## src/rtl/gpg_pkg.sv

```systemverilog
`timescale 1ns/1ps
package gpg_pkg;
    localparam int NUM_REGIONS = 4;

    typedef enum logic [2:0] {
        ST_IDLE,
        ST_RED,
        ST_GREEN,
        ST_BLUE,
        ST_GRAY
    } region_e;
endpackage

```

## src/rtl/gpg_scaler.sv

```systemverilog
`timescale 1ns/1ps
// One band lane: scales the shared band counter by num/den, keeping the low bits.
module gpg_scaler #(
    parameter int CNT_W = 8,
    parameter int CH_W  = 4
) (
    input  logic [CNT_W-1:0] cnt,
    input  logic [CNT_W-1:0] num,
    input  logic [CNT_W-1:0] den,
    output logic [CH_W-1:0]  level
);
    localparam int PROD_W = 2 * CNT_W;

    logic [PROD_W-1:0] prod;
    logic [PROD_W-1:0] den_ext;

    always_comb begin
        prod    = {{CNT_W{1'b0}}, cnt} * {{CNT_W{1'b0}}, num};
        den_ext = {{CNT_W{1'b0}}, den};
        if (den == '0) begin
            level = '0;                       // zero divisor gives black
        end else begin
            level = CH_W'(prod / den_ext);    // truncate to channel width
        end
    end
endmodule

```

## src/rtl/gpg_region_fsm.sv

```systemverilog
`timescale 1ns/1ps
// Band sequencer: tracks the current band and the in-band counter along a line.
module gpg_region_fsm
    import gpg_pkg::*;
#(
    parameter int COL_W = 12,
    parameter int CNT_W = 8
) (
    input  logic             clk,
    input  logic             rst_n,
    input  logic             disp_en,
    input  logic [COL_W-1:0] col,
    input  logic [COL_W-1:0] active_width,
    input  logic [2:0]       region_count,
    output region_e          cur_region,
    output logic [CNT_W-1:0] cur_cnt
);
    region_e          state_q, state_d, eff_state;
    logic [CNT_W-1:0] cnt_q, cnt_d, eff_cnt;
    logic [COL_W-1:0] pos_q, pos_d, eff_pos;
    logic [COL_W-1:0] width_q, eff_width, width_now;
    logic             four_q, eff_four, four_now;
    logic             line_start, at_border;

    // Effective band for the pixel presented this cycle
    always_comb begin
        four_now   = (region_count == 3'd4);
        width_now  = four_now ? (active_width >> 2) : (active_width / COL_W'(3));
        line_start = disp_en && (col == '0);
        eff_width  = width_q;
        eff_four   = four_q;
        eff_state  = state_q;
        eff_cnt    = cnt_q;
        eff_pos    = pos_q;
        if (!disp_en) begin
            eff_state = ST_IDLE;
            eff_cnt   = '0;
            eff_pos   = '0;
        end else if (line_start) begin
            eff_state = ST_RED;
            eff_cnt   = '0;
            eff_pos   = '0;
            eff_width = width_now;
            eff_four  = four_now;
        end
        at_border = (eff_pos == eff_width - COL_W'(1));
    end

    // Next-state logic
    always_comb begin
        state_d = eff_state;
        unique case (eff_state)
            ST_IDLE:  state_d = ST_IDLE;
            ST_RED:   if (at_border) state_d = ST_GREEN;
            ST_GREEN: if (at_border) state_d = ST_BLUE;
            ST_BLUE:  if (at_border && eff_four) state_d = ST_GRAY;
            ST_GRAY:  state_d = ST_GRAY;
            default:  state_d = ST_IDLE;
        endcase
        if (state_d != eff_state) begin
            cnt_d = '0;
            pos_d = '0;
        end else begin
            cnt_d = eff_cnt + CNT_W'(1);
            pos_d = eff_pos + COL_W'(1);
        end
    end

    // State register
    always_ff @(posedge clk or negedge rst_n) begin
        if (!rst_n) begin
            state_q <= ST_IDLE;
            cnt_q   <= '0;
            pos_q   <= '0;
            width_q <= '0;
            four_q  <= 1'b0;
        end else begin
            state_q <= state_d;
            cnt_q   <= cnt_d;
            pos_q   <= pos_d;
            width_q <= eff_width;
            four_q  <= eff_four;
        end
    end

    // Outputs
    always_comb begin
        cur_region = eff_state;
        cur_cnt    = eff_cnt;
    end

    // the gray band is only reachable when four bands were latched
    a_r3_gray_needs_four: assert property (@(posedge clk) disable iff (!rst_n)
        (state_q == ST_GRAY) |-> four_q);

    // inside one band, consecutive pixels step the counter by one (mod 256)
    a_r5_count_step: assert property (@(posedge clk) disable iff (!rst_n)
        (disp_en && col != '0 && state_q != ST_IDLE && $past(disp_en)
         && $past(col) != '0 && $past(state_q) == state_q)
        |-> cnt_q == $past(cnt_q) + CNT_W'(1));
endmodule

```

## src/rtl/grad_pattern_gen.sv

```systemverilog
`timescale 1ns/1ps
module grad_pattern_gen
    import gpg_pkg::*;
#(
    parameter int COL_W = 12,
    parameter int CNT_W = 8,
    parameter int CH_W  = 4
) (
    input  logic                         clk,
    input  logic                         rst_n,
    input  logic                         pattern_en,
    input  logic                         disp_en,
    input  logic [COL_W-1:0]             col,
    input  logic [COL_W-1:0]             active_width,
    input  logic [2:0]                   region_count,
    input  logic [NUM_REGIONS*CNT_W-1:0] ramp_num,
    input  logic [NUM_REGIONS*CNT_W-1:0] ramp_den,
    output logic [3*CH_W-1:0]            rgb_out,
    output logic                         de_out
);
    localparam int RGB_W = 3 * CH_W;

    region_e          cur_region;
    logic [CNT_W-1:0] cur_cnt;
    logic [CH_W-1:0]  lvl [NUM_REGIONS];
    logic [RGB_W-1:0] color;

    gpg_region_fsm #(
        .COL_W(COL_W),
        .CNT_W(CNT_W)
    ) u_fsm (
        .clk         (clk),
        .rst_n       (rst_n),
        .disp_en     (disp_en),
        .col         (col),
        .active_width(active_width),
        .region_count(region_count),
        .cur_region  (cur_region),
        .cur_cnt     (cur_cnt)
    );

    for (genvar g = 0; g < NUM_REGIONS; g++) begin : g_lane
        gpg_scaler #(
            .CNT_W(CNT_W),
            .CH_W (CH_W)
        ) u_scale (
            .cnt  (cur_cnt),
            .num  (ramp_num[g*CNT_W +: CNT_W]),
            .den  (ramp_den[g*CNT_W +: CNT_W]),
            .level(lvl[g])
        );
    end

    always_comb begin
        unique case (cur_region)
            ST_RED:   color = {lvl[0], {(2*CH_W){1'b0}}};
            ST_GREEN: color = {{CH_W{1'b0}}, lvl[1], {CH_W{1'b0}}};
            ST_BLUE:  color = {{(2*CH_W){1'b0}}, lvl[2]};
            ST_GRAY:  color = {lvl[3], lvl[3], lvl[3]};
            default:  color = '0;
        endcase
    end

    always_ff @(posedge clk or negedge rst_n) begin
        if (!rst_n) begin
            rgb_out <= '0;
            de_out  <= 1'b0;
        end else begin
            rgb_out <= (pattern_en && disp_en) ? color : '0;
            de_out  <= disp_en;
        end
    end

    // blanking or disabled pattern gives black one edge later
    a_r10_black: assert property (@(posedge clk) disable iff (!rst_n)
        (!pattern_en || !disp_en) |=> (rgb_out == '0));

    // delayed enable follows the input by one edge
    a_r2_de_high: assert property (@(posedge clk) disable iff (!rst_n)
        disp_en |=> de_out);
    a_r2_de_low: assert property (@(posedge clk) disable iff (!rst_n)
        !disp_en |=> !de_out);

    // red band leaves green and blue dark
    a_r4_red_only: assert property (@(posedge clk) disable iff (!rst_n)
        (cur_region == ST_RED) |=> (rgb_out[2*CH_W-1:0] == '0));

    // gray band drives equal channels
    a_r9_gray_equal: assert property (@(posedge clk) disable iff (!rst_n)
        (cur_region == ST_GRAY) |=>
        (rgb_out[3*CH_W-1:2*CH_W] == rgb_out[2*CH_W-1:CH_W])
        && (rgb_out[2*CH_W-1:CH_W] == rgb_out[CH_W-1:0]));

    // zero red divisor keeps the red band black
    a_r7_zero_den: assert property (@(posedge clk) disable iff (!rst_n)
        (cur_region == ST_RED && ramp_den[CNT_W-1:0] == '0) |=> (rgb_out == '0));
endmodule

```

## config.mk

```make
export PLATFORM = sky130hd
export DESIGN_NAME = grad_pattern_gen
export DESIGN_NICKNAME = d
export VERILOG_FILES = /design/src/rtl/gpg_pkg.sv /design/src/rtl/gpg_scaler.sv /design/src/rtl/gpg_region_fsm.sv /design/src/rtl/grad_pattern_gen.sv
export SDC_FILE = /design/constraint.sdc
export NUM_CORES = 2
export LEC_CHECK = 0
export BUFFER_PORTS_ARGS = -buffer_cell sky130_fd_sc_hd__buf_4
export CELL_PAD_IN_SITES_DETAIL_PLACEMENT = 1
export CELL_PAD_IN_SITES_GLOBAL_PLACEMENT = 1
export CORE_MARGIN = 5
export CORE_UTILIZATION = 45
export CTS_CLUSTER_DIAMETER = 50
export DETAILED_ROUTE_END_ITERATION = 7
export PLACE_DENSITY_LB_ADDON = 0.1
export REMOVE_ABC_BUFFERS = 1
export SETUP_SLACK_MARGIN = 0.5
export SKIP_CTS_REPAIR_TIMING = 1
export SKIP_LAST_GASP = 1
export SLEW_MARGIN = 20
export SYNTH_ARGS = -nofsm -noshare
export SYNTH_HDL_FRONTEND = slang
export SYNTH_HIERARCHICAL = 1
export SYNTH_SLANG_ARGS = --single-unit
```

## constraint.sdc

```tcl
create_clock -name clk -period 34.9 [get_ports clk]
set_clock_uncertainty 0.15 [all_clocks]
set_input_delay 6.98 -clock clk [delete_from_list [all_inputs] [get_ports clk]]
set_output_delay 6.98 -clock clk [all_outputs]
set_load 0.02 [all_outputs]
```

==> results of run 1 <==
-- cells by family after synthesis --
logic type               share of synthesized area, %
multiplexers                                     4.88
buffers and inverters                            5.31
XOR/XNOR                                         4.98
adder cells (fa/ha/maj)                          28.2
AO/OA/AOI/OAI                                    27.1
flip-flops                                       3.52
AND/OR/NAND/NOR                                  26.1
-- synthesized netlist by cell type (22+ instances only) --
cell | n | share of area, %
ha_1 | 552 | 20
nand2_1 | 351 | 3.8
nor2_1 | 329 | 3.5
inv_1 | 313 | 3.4
and2_1 | 253 | 4.5
a21oi_1 | 245 | 3.5
nor3_1 | 233 | 3.3
o21a_1 | 210 | 4.5
o21ai_0 | 185 | 2.7
fa_1 | 144 | 8.3
xnor2_1 | 105 | 2.6
nand3_1 | 93 | 1.3
xor2_1 | 93 | 2.3
o31ai_1 | 82 | 1.8
a21o_1 | 79 | 1.7
mux2_2 | 75 | 2.4
nand2b_1 | 62 | 1.1
o211ai_1 | 57 | 1.2
nor2b_1 | 56 | 1.0
dfrtp_1 | 49 | 3.5
mux2i_1 | 49 | 1.4
clkbuf_1 | 47 | 0.51
nand4_1 | 46 | 0.83
and3_1 | 41 | 0.74
a31oi_1 | 39 | 0.70
or3_1 | 37 | 0.66
a211oi_1 | 35 | 0.75
nand3b_1 | 33 | 0.71
or2_2 | 27 | 0.48
buf_2 | 26 | 0.37
nor4_1 | 24 | 0.43
o22ai_1 | 24 | 0.43
a211o_1 | 22 | 0.55
-- per-layer routing --
layer	overflow	track usage [%]
met3	0	52.5
met5	0	21.0
met1	0	67.3
met2	10	92.2
met4	4	79.5
-- through the flow --
step                      TNS (ps)  worst slack [ps]
after floorplan             -44600             -8440
after global placement      -26890             -5100
after detailed placement    -39210             -6410
after CTS                   -38010             -6380
==> key figures, run 1 <==
Global route
  • Total GRT Usage: between 70 and 80%
  • Largest net degree at the start of global routing: 50
  • GR Overflow Total: 14
  • Antenna violations before repair: 17

Clock network
  • CTS H-tree depth: 2
  • Root buffer cell: clkbuf_16
  • CTS Sinks: a little under 50
  • Max Root-Sink Buffers: 2
  • CTS buffer count: 5

Yosys
  • FF+latch count, synth: 49
  • Main flop type after synthesis: dfrtp_1
  • Ys Warns: 6
  • Post-synth EDFFs: 0
  • Mapped Area: around 35,000 µm²
  • Sequential cell area fraction in the yosys report: under 10%
  • Synth unique cells: approximately 150
  • Gate count of the mapped netlist: 4,526
  • FFs w/ async S/R, synth: 100%
  • Syn Area/Cell: about 7.7 µm²

Floorplan
  • # IOs: 108
  • Chip width: ~290 µm
  • Initial core utilization: ~45%
  • # rows: 102
  • Die Y: 288 µm

Placed design
  • Detail Placement HPWL: 118,000 µm
  • Port Buf Inserts: 107
  • DP Cell Count: around 7,000
  • Routability cong.: 0.903
  • Area after DPL: 46,900 µm²

Status
  • Last stage: 5_1_grt
  • Outcome: did not finish
  • Tool Error: [ERROR GRT-0232] Routing congestion too high. Check the congestion heatmap in the GUI.

Timing
  • Post-GRT worst EP: rgb_out[0]$_DFF_PN0_/D
  • Worst EP kind: register data pin
==> inputs of run 2 (changes only) <==
--- a/config.mk
+++ b/config.mk
@@ -6,15 +6,11 @@
 export NUM_CORES = 2
 export LEC_CHECK = 0
 export BUFFER_PORTS_ARGS = -buffer_cell sky130_fd_sc_hd__buf_4
-export CELL_PAD_IN_SITES_DETAIL_PLACEMENT = 1
-export CELL_PAD_IN_SITES_GLOBAL_PLACEMENT = 1
 export CORE_MARGIN = 5
-export CORE_UTILIZATION = 45
-export CTS_CLUSTER_DIAMETER = 50
+export CORE_UTILIZATION = 40
 export DETAILED_ROUTE_END_ITERATION = 7
-export PLACE_DENSITY_LB_ADDON = 0.1
+export PLACE_DENSITY_LB_ADDON = 0.15
 export REMOVE_ABC_BUFFERS = 1
-export SETUP_SLACK_MARGIN = 0.5
 export SKIP_CTS_REPAIR_TIMING = 1
 export SKIP_LAST_GASP = 1
 export SLEW_MARGIN = 20
==> constraint.sdc (replaced) <==
create_clock -name clk -period 45.4 [get_ports clk]
set_clock_uncertainty 0.15 [all_clocks]
set_input_delay 9.08 -clock clk [delete_from_list [all_inputs] [get_ports clk]]
set_output_delay 9.08 -clock clk [all_outputs]
set_load 0.02 [all_outputs]
==> run 2 against run 1 <==
Against the previous run: the run now ends clean; synthesized area stayed put; synthesized cell count stayed put.
==> key figures, run 2 <==
Status
  • Outcome: completed (was did not finish)

Setup path
  • R2R setup slack: 11,290 ps
  • Crit path largest cell delay: a little under 600 ps
  • Setup CP Type: input pin to flop
  • CP required: about 45,000 ps
  • Worst Path Max Fanout: 27
  • Worst setup SP type: input pin
  • WP data arrival: 43,210 ps
  • Worst setup EP type: flop
  • Cell mode on critical path: o21a_1
  • Slowest cell on crit path: o32ai_2

Drt
  • Iter 0 DRT Violations: ~1,700
  • DR vias/cell: 5.77
  • WL/cell: 17.1 µm
  • Final wirelength: 99,400 µm
  • DRT antenna net count: 0
  • DRC: 0
  • Vias: between 30,000 and 40,000
  • Drt pass-1 iters: 6

Cells and area
  • Most frequent cells in the layout: 550 x ha_1, 348 x nand2_1, 326 x nor2_1
  • Most common cell after layout, fill and taps aside: ha_1
  • P&R area growth vs syn: 9.65%
  • Area of the multi-input gates: 32,400 µm²
  • Fillers: 8,895
  • Sequential cell area: roughly 1200 µm²
  • Layout cells sized above 1: 13.3%
  • Regs by FF count: rgb_out: 12 flops, u_fsm/pos_q: 12 flops, u_fsm/width_q: 12 flops
  • Nets: ~5,500

Yosys
  • FF+latch count, synth: 49 (unchanged)
  • Cell with the most instances after synthesis: ha_1 (unchanged)
  • Synth area leaders: ha_1 20%, fa_1 8.3%, and2_1 4.5% (unchanged)
  • Mapped Area: 34,800 µm² (unchanged)
  • Ys Warns: 6 (unchanged)
  • Post-synth EDFFs: 0 (unchanged)
  • Main flop type after synthesis: dfrtp_1 (unchanged)
  • Commonest cells in the synthesized netlist: 552 x ha_1, 351 x nand2_1, 329 x nor2_1, 313 x inv_1, 253 x and2_1 (unchanged)
  • Post-synth top area share: 19.8% (unchanged)
  • Sequential cell area fraction in the yosys report: 3.52% (unchanged)
  • FFs w/ async S/R, synth: 100% (unchanged)
  • Syn Area/Cell: 7.70 µm² (unchanged)
  • Gate count of the mapped netlist: 4,526 (unchanged)
  • Synth unique cells: 154 (unchanged)
  • Largest area contributor in the netlist: ha_1 (unchanged)

Timing
  • Slew Limit Fails: 0
  • Worst Tran Pin Value: 913 ps
  • Post-route clock period utilization: 95.1%
  • Final Hold Viols: 0
  • Min Tclk post-route: about 43,000 ps
  • Achievable Freq: 23.2 MHz
  • Unrepaired setup endpoints after global routing: yes
  • Hold WS: 418 ps
  • Final Setup Violations: 0
  • Max-slew headroom: about two fifths

Clock network
  • CTS buffer count: 5 (unchanged)
  • CTS Sinks: 49 (unchanged)
  • Root buffer cell: clkbuf_16 (unchanged)
  • Max Root-Sink Buffers: 2 (unchanged)
  • CTS tree: built
  • CTS H-tree depth: 2 (unchanged)
  • Reg clk slew, reported paths: about 70 ps
  • Clock insertion delay at the later pin of the skew report: ~310 ps

Global route
  • First-pass GRT wire length: 164,000 µm
  • Vias in the first global route: around 32,000
  • Total GRT Usage: 20.4%
  • Antenna violations before repair: 5
  • GR Overflow Total: 0
  • Largest net degree at the start of global routing: 50

Floorplan
  • # rows: 108 (was 102)
  • Initial core utilization: 40.2% (was 45.2%)
  • Chip width: 305 µm (was 288 µm)
  • Core region area: 86,600 µm²
  • # IOs: 108 (unchanged)
  • Die Y: 305 µm (was 288 µm)
  • DIE AREA: 93,100 µm²

Placed design
  • Port Buf Inserts: 107 (unchanged)
  • Routability cong.: 0.849 (was 0.903)
  • Detail Placement HPWL: 81,100 µm (was 118,000 µm)

Run
  • Max cap viols: 0

Worst hold path
  • Hold Crit Class: flop to flop
## run 2: path summary, 6_finish.rpt
kind / end / cells after the start / start
setup / recovery: rgb_out[8] / 165 / col[8]
hold / removal: u_fsm/width_q[6] / 1 / u_fsm/width_q[6]
setup reg to reg: rgb_out[8] / 161 / u_fsm/cnt_q[6]
hold reg to reg: u_fsm/width_q[6] / 1 / u_fsm/width_q[6]
max in group asynchronous: u_fsm/cnt_q[0] / 1 / rst_n
min in group asynchronous: rgb_out[4] / 1 / rst_n
## run 2: final cells by class
| type | count | area share, % |
|---|---|---|
| clock buffer | 5 | 0.328 |
| tap | 1155 | 3.78 |
| timing repair buffer | 237 | 4.74 |
| antenna | 3 | 0.0197 |
| multi-input combinational | 4053 | 84.7 |
| inverter | 318 | 3.12 |
| sequential | 49 | 3.21 |
| clock inverter | 3 | 0.0688 |
## run 2: cell families (layout without fill, tap and decap cells)
group / count (synthesis) / in the layout / share of synthesized area (%)
XOR/XNOR: 198 / 198 / 4.98
multiplexers: 150 / 150 / 4.88
flip-flops: 49 / 49 / 3.52
adder cells (fa/ha/maj): 699 / 699 / 28.2
buffers and inverters: 425 / 563 / 5.31
AND/OR/NAND/NOR: 1714 / 1714 / 26.1
other: 0 / 3 / 0
AO/OA/AOI/OAI: 1291 / 1292 / 27.1
## run 2: worst max-delay path, delay by kind of cell
family / cells / cell delay [ps]
AO/OA/AOI/OAI: 83 / 15840
multiplexers: 3 / 1010
buffers and inverters: 13 / 1830
adder cells (fa/ha/maj): 21 / 7380
AND/OR/NAND/NOR: 45 / 7950
## run 2: routing by layer
layer | wire length, µm | vias to the layer above | track usage [%]
li1 | - | 17000 | -
met1 | 48800 | 16000 | 28.9
met3 | 3140 | 58 | 1.63
met4 | 715 | 4 | 1.87
met2 | 46600 | 470 | 35.4
met5 | 26 | - | 0
## run 2: per-stage QoR
stage | setup WS (ps) | utilization (%) | TNS [ps] | cells | area (µm²)
3_5_place_dp | -958 | 42.8 | -958 | 5760 | 37000
4_1_cts | -819 | 42.9 | -819 | 5768 | 37200
6_report | 2230 | 44.1 | 0 | 5823 | 38200
2_1_floorplan | -39.5 | - | -39.5 | 4419 | 34200
5_1_grt | -141 | 44.1 | -212 | 5822 | 38200
3_3_place_gp | -858 | 42.8 | -858 | 5760 | 37000
Power of run 2 is not shown: default switching activity piles up to over one toggle a cycle in this logic, so the estimate is an artifact.
